`config.mk`:
```
export PLATFORM = sky130hd
export DESIGN_NAME = i2cwb_bridge
export DESIGN_NICKNAME = d
export VERILOG_FILES = /design/src/rtl/i2cwb_pkg.sv /design/src/rtl/i2cwb_line.sv /design/src/rtl/i2cwb_frame.sv /design/src/rtl/i2cwb_bus.sv /design/src/rtl/i2cwb_bridge.sv
export SDC_FILE = /design/constraint.sdc
export NUM_CORES = 1
export LEC_CHECK = 0
export BUFFER_PORTS_ARGS = -buffer_cell sky130_fd_sc_hd__clkbuf_2
export CORE_MARGIN = 8
export CORE_UTILIZATION = 30
export DETAILED_ROUTE_END_ITERATION = 12
export PLACE_DENSITY = 0.44
export RECOVER_POWER = 25
export REMOVE_ABC_BUFFERS = 1
export SLEW_MARGIN = 5
export SYNTH_ARGS = -nofsm -noshare
export SYNTH_HDL_FRONTEND = slang
export SYNTH_HIERARCHICAL = 1
export SYNTH_SLANG_ARGS = --single-unit
```
`constraint.sdc`:
```
create_clock -name clk -period 4.75 [get_ports clk]
set_clock_uncertainty 0.2 [all_clocks]
set_input_delay 0.2375 -clock clk [delete_from_list [all_inputs] [get_ports clk]]
set_output_delay 0.2375 -clock clk [all_outputs]
set_load 0.005 [all_outputs]
```
`src/rtl/i2cwb_pkg.sv`:
```
package i2cwb_pkg;
  localparam int BYTE_W = 8;

  typedef enum logic [1:0] {
    FR_IDLE,
    FR_BITS,
    FR_ACK,
    FR_SKIP
  } fr_state_e;
endpackage

```
`src/rtl/i2cwb_line.sv`:
```
module i2cwb_line (
  input  logic clk,
  input  logic rst_n,
  input  logic scl_i,
  input  logic sda_i,
  output logic scl_rise,
  output logic scl_fall,
  output logic start_det,
  output logic stop_det
);
  logic scl_q, sda_q;

  always_ff @(posedge clk) begin
    if (!rst_n) begin
      scl_q <= 1'b1;
      sda_q <= 1'b1;
    end else begin
      scl_q <= scl_i;
      sda_q <= sda_i;
    end
  end

  assign scl_rise  = scl_i & ~scl_q;
  assign scl_fall  = ~scl_i & scl_q;
  // SDA edges only count as framing while SCL stays high
  assign start_det = scl_i & scl_q & sda_q & ~sda_i;
  assign stop_det  = scl_i & scl_q & ~sda_q & sda_i;
endmodule

```
`src/rtl/i2cwb_frame.sv`:
```
module i2cwb_frame
  import i2cwb_pkg::*;
#(
  parameter int ADDR_W = 16,
  parameter int DATA_W = 32
) (
  input  logic              clk,
  input  logic              rst_n,
  input  logic              scl_rise,
  input  logic              scl_fall,
  input  logic              start_det,
  input  logic              stop_det,
  input  logic              sda_in,
  input  logic [6:0]        own_addr,
  output logic              sda_oe,
  output logic              fire,
  output logic [ADDR_W-1:0] frame_addr,
  output logic [DATA_W-1:0] frame_data
);
  localparam int ADDR_BYTES = ADDR_W / BYTE_W;
  localparam int DATA_BYTES = DATA_W / BYTE_W;
  localparam int NUM_BYTES  = 1 + ADDR_BYTES + DATA_BYTES;
  localparam int IDX_W      = $clog2(NUM_BYTES + 1);
  localparam logic [IDX_W-1:0] LAST_IDX  = IDX_W'(NUM_BYTES);
  localparam logic [IDX_W-1:0] ADDR_LAST = IDX_W'(ADDR_BYTES);

  fr_state_e         state;
  logic [3:0]        bit_cnt;
  logic [IDX_W-1:0]  byte_idx;
  logic [BYTE_W-1:0] shreg;
  logic              addr_ok, accept, in_addr;

  assign addr_ok = (shreg[7:1] == own_addr) || (shreg[7:1] == 7'd0);
  assign accept  = (byte_idx == '0) ? (addr_ok && !shreg[0])
                                    : (byte_idx < LAST_IDX);
  assign in_addr = (byte_idx != '0) && (byte_idx <= ADDR_LAST);

  always_ff @(posedge clk) begin
    if (!rst_n) begin
      state      <= FR_IDLE;
      bit_cnt    <= '0;
      byte_idx   <= '0;
      shreg      <= '0;
      sda_oe     <= 1'b0;
      fire       <= 1'b0;
      frame_addr <= '0;
      frame_data <= '0;
    end else begin
      fire <= 1'b0;
      if (start_det) begin
        state    <= FR_BITS;
        bit_cnt  <= '0;
        byte_idx <= '0;
        sda_oe   <= 1'b0;
      end else if (stop_det) begin
        fire   <= (state != FR_IDLE) && (byte_idx == LAST_IDX);
        state  <= FR_IDLE;
        sda_oe <= 1'b0;
      end else begin
        case (state)
          FR_BITS: begin
            if (scl_rise && bit_cnt < 4'd8) begin
              shreg   <= {sda_in, shreg[7:1]};
              bit_cnt <= bit_cnt + 4'd1;
            end else if (scl_fall && bit_cnt == 4'd8) begin
              if (accept) begin
                sda_oe   <= 1'b1;
                state    <= FR_ACK;
                byte_idx <= byte_idx + 1'b1;
                if (in_addr)
                  frame_addr <= (frame_addr << BYTE_W) | ADDR_W'(shreg);
                else if (byte_idx != '0)
                  frame_data <= {shreg, frame_data[DATA_W-1:BYTE_W]};
              end else begin
                state <= FR_SKIP;
              end
            end
          end
          FR_ACK: begin
            if (scl_fall) begin
              sda_oe  <= 1'b0;
              bit_cnt <= '0;
              state   <= FR_BITS;
            end
          end
          default: ;
        endcase
      end
    end
  end
endmodule

```
`src/rtl/i2cwb_bus.sv`:
```
module i2cwb_bus #(
  parameter int ADDR_W      = 16,
  parameter int DATA_W      = 32,
  parameter int SEL_W       = 4,
  parameter int RETRY_LIMIT = 10
) (
  input  logic              clk,
  input  logic              rst_n,
  input  logic              fire,
  input  logic [ADDR_W-1:0] frame_addr,
  input  logic [DATA_W-1:0] frame_data,
  output logic              cyc,
  output logic [SEL_W-1:0]  sel,
  output logic [ADDR_W-1:0] adr,
  output logic [DATA_W-1:0] dat,
  input  logic              ack,
  input  logic              err,
  input  logic              rty,
  output logic              done
);
  localparam int RW = $clog2(RETRY_LIMIT + 1);
  localparam logic [RW-1:0] RETRY_END = RW'(RETRY_LIMIT - 1);

  logic          busy;
  logic [RW-1:0] retry_cnt;

  always_ff @(posedge clk) begin
    if (!rst_n) begin
      busy      <= 1'b0;
      retry_cnt <= '0;
      adr       <= '0;
      dat       <= '0;
      done      <= 1'b0;
    end else begin
      done <= 1'b0;
      if (!busy) begin
        if (fire) begin
          busy      <= 1'b1;
          retry_cnt <= '0;
          adr       <= frame_addr;
          dat       <= frame_data;
        end
      end else if (ack) begin
        busy <= 1'b0;
        done <= 1'b1;
      end else if (err) begin
        busy <= 1'b0;
      end else if (rty) begin
        if (retry_cnt == RETRY_END) busy <= 1'b0;
        else                        retry_cnt <= retry_cnt + 1'b1;
      end
    end
  end

  assign cyc = busy;
  assign sel = busy ? {SEL_W{1'b1}} : '0;
endmodule

```
`src/rtl/i2cwb_bridge.sv`:
```
module i2cwb_bridge #(
  parameter int ADDR_W      = 16,
  parameter int DATA_W      = 32,
  parameter int RETRY_LIMIT = 10,
  localparam int SEL_W      = DATA_W / 8
) (
  input  logic              clk,
  input  logic              rst_n,
  input  logic              scl_i,
  input  logic              sda_i,
  output logic              sda_o,
  output logic              sda_oe,
  input  logic [6:0]        own_addr,
  output logic              wb_cyc_o,
  output logic              wb_stb_o,
  output logic              wb_we_o,
  output logic [SEL_W-1:0]  wb_sel_o,
  output logic [ADDR_W-1:0] wb_adr_o,
  output logic [DATA_W-1:0] wb_dat_o,
  input  logic              wb_ack_i,
  input  logic              wb_err_i,
  input  logic              wb_rty_i,
  output logic              wr_done_o
);
  logic scl_rise, scl_fall, start_det, stop_det, fire, cyc;
  logic [ADDR_W-1:0] frame_addr;
  logic [DATA_W-1:0] frame_data;

  i2cwb_line u_line (
    .clk(clk), .rst_n(rst_n), .scl_i(scl_i), .sda_i(sda_i),
    .scl_rise(scl_rise), .scl_fall(scl_fall),
    .start_det(start_det), .stop_det(stop_det)
  );

  i2cwb_frame #(.ADDR_W(ADDR_W), .DATA_W(DATA_W)) u_frame (
    .clk(clk), .rst_n(rst_n), .scl_rise(scl_rise), .scl_fall(scl_fall),
    .start_det(start_det), .stop_det(stop_det), .sda_in(sda_i),
    .own_addr(own_addr), .sda_oe(sda_oe), .fire(fire),
    .frame_addr(frame_addr), .frame_data(frame_data)
  );

  i2cwb_bus #(.ADDR_W(ADDR_W), .DATA_W(DATA_W), .SEL_W(SEL_W),
              .RETRY_LIMIT(RETRY_LIMIT)) u_bus (
    .clk(clk), .rst_n(rst_n), .fire(fire),
    .frame_addr(frame_addr), .frame_data(frame_data),
    .cyc(cyc), .sel(wb_sel_o), .adr(wb_adr_o), .dat(wb_dat_o),
    .ack(wb_ack_i), .err(wb_err_i), .rty(wb_rty_i), .done(wr_done_o)
  );

  assign sda_o    = 1'b0;
  assign wb_cyc_o = cyc;
  assign wb_stb_o = cyc;
  assign wb_we_o  = cyc;
endmodule

```
==> results.sh <==
export IMPL_num_vias=4037
export IMPL_cts_sinks=123
export IMPL_synth_edf_count=0
export IMPL_n_antenna_cell=0
export IMPL_critPathRequiredTime_ns=4.84
export IMPL_ys_types=48
export IMPL_grtUsageTotal_pct=11.5
export IMPL_start_kind="input pin"
export IMPL_gr_total_overflow=0
export IMPL_ant_nets=0
export IMPL_post_cts_resized=0
export IMPL_synth_seq_cells=123
export IMPL_vdd_ir_drop_max_mv=0.212
export IMPL_synthMuxAreaShare_pct=1.77
export IMPL_area_growth_pct=19.4
export IMPL_slew_headroom_pct=25.4
export IMPL_synth_avg_cell_area_sq_um=8.53
export IMPL_drt_initial_drc_count=222
export IMPL_core_area_sq_um=16600
export IMPL_start_util_pct=30.7
export IMPL_drt_total_wl_mm=12.1
export IMPL_critPathBufInv=2
export IMPL_setup_tns_ns=0
export IMPL_wl_per_cell_um=13.7
export IMPL_ys_async_sr_fraction_pct=0
export IMPL_clock_latency_ns=0.41
export IMPL_yosys_most_used_dff="dfxtp_1"
export IMPL_clk_path_buf_depth=2
export IMPL_ys_warn_count=6
export IMPL_synth_top_family_by_area="simple AND/OR/NAND/NOR gates"
export IMPL_cp_cell_sequence="dlygate4sd3_1, clkbuf_2, nor2b_1, nand4b_4, nand2b_4, or4_1, nand2_1, a21boi_0"
export IMPL_place_hpwl_mm=7.91
export IMPL_die_area_sq_um=21400
export IMPL_antenna_found_initial=0
export IMPL_firstDrtPassIters=4
export IMPL_grt_pass1_wl_mm=20.0
export IMPL_slew_violations=0
export IMPL_post_route_cells_drive_above_1_share_pct=11.0
export IMPL_maxCapViolations=0
export IMPL_end_kind="flop"
export IMPL_vias_per_cell=4.57
export IMPL_num_rows=47
export IMPL_yosys_area_share_simple_pct=23.9
export IMPL_post_route_util_pct=36.7
export IMPL_fill_cells=1732
export IMPL_worst_pin_slew_ns=1.12
export IMPL_cts_tree="built"
export IMPL_gp_congestion=0.700
export IMPL_final_setup_viol_count=0
export IMPL_cts_root_buffer="clkbuf_16"
export IMPL_grt_pass1_vias=3972
export IMPL_num_io_pins=72
export IMPL_post_route_min_period_ns=2.75
export IMPL_yosys_area_share_adder_pct=2.70
export IMPL_cpLargestDelayFamily="simple AND/OR/NAND/NOR gates"
export IMPL_cts_max_level=4
export IMPL_synth_xor_area_share_pct=1.20
export IMPL_fmax_mhz=364
export IMPL_hold_class="input pin to flop"
export IMPL_status="completed"
export IMPL_crit_type="input pin to flop"
export IMPL_fin_crit_sh_pct=57.8
export IMPL_dieHeight_um=146
export IMPL_rsz0062_at_grt="false"
export IMPL_p_per_area_nw_per_um2=389
export IMPL_cts_buffers=17
export IMPL_nNetsFinal=676
export IMPL_max_stage_delay_ns=0.92
export IMPL_synthCells=598
export IMPL_arrival_ns=2.83
export IMPL_synth_compound_area_share_pct=16.5
export IMPL_drc_errors=0
export IMPL_clk_pin_slew_ns=0.05
export IMPL_syn_area_sq_um=5100
export IMPL_grt_max_degree=53
export IMPL_cp_max_fo=32
export IMPL_final_hold_violation_count=0
export IMPL_synth_seq_area_share_pct=48.3
export IMPL_die_w_um=146
export IMPL_power_leakage_nw=2.16
export IMPL_numPortBuffers=70
export IMPL_crit_path_top_delay_cell="or4_1"
-- synth_stat cells (9+ instances only) --
master | count | area share (%)
nand2_1 | 199 | 15
dfxtp_1 | 123 | 48
a21oi_1 | 49 | 4.8
a21boi_1 | 40 | 5.9
a21boi_0 | 19 | 2.8
buf_2 | 15 | 1.5
clkbuf_1 | 15 | 1.1
ha_1 | 11 | 2.7
inv_1 | 11 | 0.81
nor2b_1 | 11 | 1.3
mux2i_1 | 9 | 1.8
-- cell families (layout without fill, tap and decap cells) --
| kind of cell | Yosys count | count (layout) |
|---|---|---|
| simple gates | 261 | 261 |
| mux | 9 | 9 |
| fa+ha+maj | 11 | 11 |
| flops | 123 | 123 |
| compound gates | 131 | 131 |
| xor+xnor | 7 | 7 |
| buf+inv | 55 | 120 |
| other cells | 1 | 1 |
-- where the power goes --
part           internal [W]  total [W]  switching, W
logic             0.0000360  0.0000896     0.0000536
clock network      0.000803    0.00124      0.000437
registers           0.00104    0.00104    0.00000420
-- cell usage in the layout, fill, tap and decap left out, types with 3 or more instances in the layout --
cell,n
or4_1,5
nand3_1,5
o21ai_0,7
clkinv_2,7
nor2b_1,10
buf_4,3
nor2_1,5
clkbuf_1,41
inv_1,11
dfxtp_1,123
clkbuf_2,31
clkbuf_8,3
mux2i_1,9
dlygate4sd3_1,4
nand2b_1,6
a21boi_0,19
a21oi_1,49
clkbuf_16,17
nand3b_1,3
a21boi_1,40
nor4_1,4
a31oi_1,3
o211ai_1,4
xor2_1,7
ha_1,11
nand2_1,199
-- cell type report --
cell class	count	area (sq um)	share of cell area, %
Sequential cell	123	2460	40.5
Multi-Input combinational cell	420	2370	39.0
Clock buffer	22	474	7.79
Timing Repair Buffer	77	364	5.98
Tap cell	220	275	4.52
Clock inverter	9	95.1	1.56
Inverter	12	45.0	0.740
-- registers in the layout, summed over array words and instances, names as in the netlist --
register            flops
u_bus/dat              32
u_frame/frame_data     32
u_bus/adr              16
u_frame/frame_addr     16
u_frame/shreg           8
u_bus/retry_cnt         4
u_frame/bit_cnt         4
u_frame/byte_idx        3
u_frame/state           2
u_bus/cyc               1
u_bus/done              1
u_frame/fire            1
u_frame/sda_oe          1
u_line/scl_q            1
u_line/sda_q            1
-- worst reg2reg max path, cell delays in order (launching register included) --
cell	delay [ns]
dfxtp_1	0.41
inv_1	0.08
ha_1	0.21
nor3b_1	0.19
o21ai_1	0.13
or4_1	1.03
nand2_1	0.24
a21boi_0	0.11
-- per-stage QoR --
step                      cell area (sq um)  instances  setup slack (ns)  total power, W  hold slack, ns
after detailed placement               5530        848              2.01         0.00115           0.244
after global routing                   6090        883              1.78         0.00248          0.0632
final                                  6090        883              2.00         0.00237          0.0498
after floorplan                        4860        555              1.90         0.00112           0.111
after global placement                 5530        848              2.11         0.00115           0.241
after CTS                              6140        883              1.98         0.00241          0.0325
-- layer usage --
layer	track usage [%]	routed length, um	vias up
met5	0	0	-
met4	4.02	121	0
met3	4.23	567	10
met2	18.9	5690	67
met1	13.7	5710	1872
li1	-	-	2088
-- final timing paths --
| check | cells past startpoint | to | slack, ns | from |
|---|---|---|---|---|
| worst max-delay path | 8 | u_frame/frame_data[26] | 2.00 | scl_i |
| worst min-delay path | 3 | u_bus/cyc | 0.05 | wb_rty_i |
| worst max register to register | 7 | u_frame/frame_data[26] | 2.03 | u_frame/byte_idx[1] |
| worst min register to register | 2 | u_frame/frame_addr[15] | 0.25 | u_frame/frame_addr[15] |
-- what timing repair did --
action / 4_1_cts / 5_1_grt
setup buffers: 0 / 0
endpoints found under the hold margin: 5 / 0
setup endpoints to repair: 0 / 0
hold buffers: 4 / 0
Note: power is estimated with default switching activity, not from simulation.
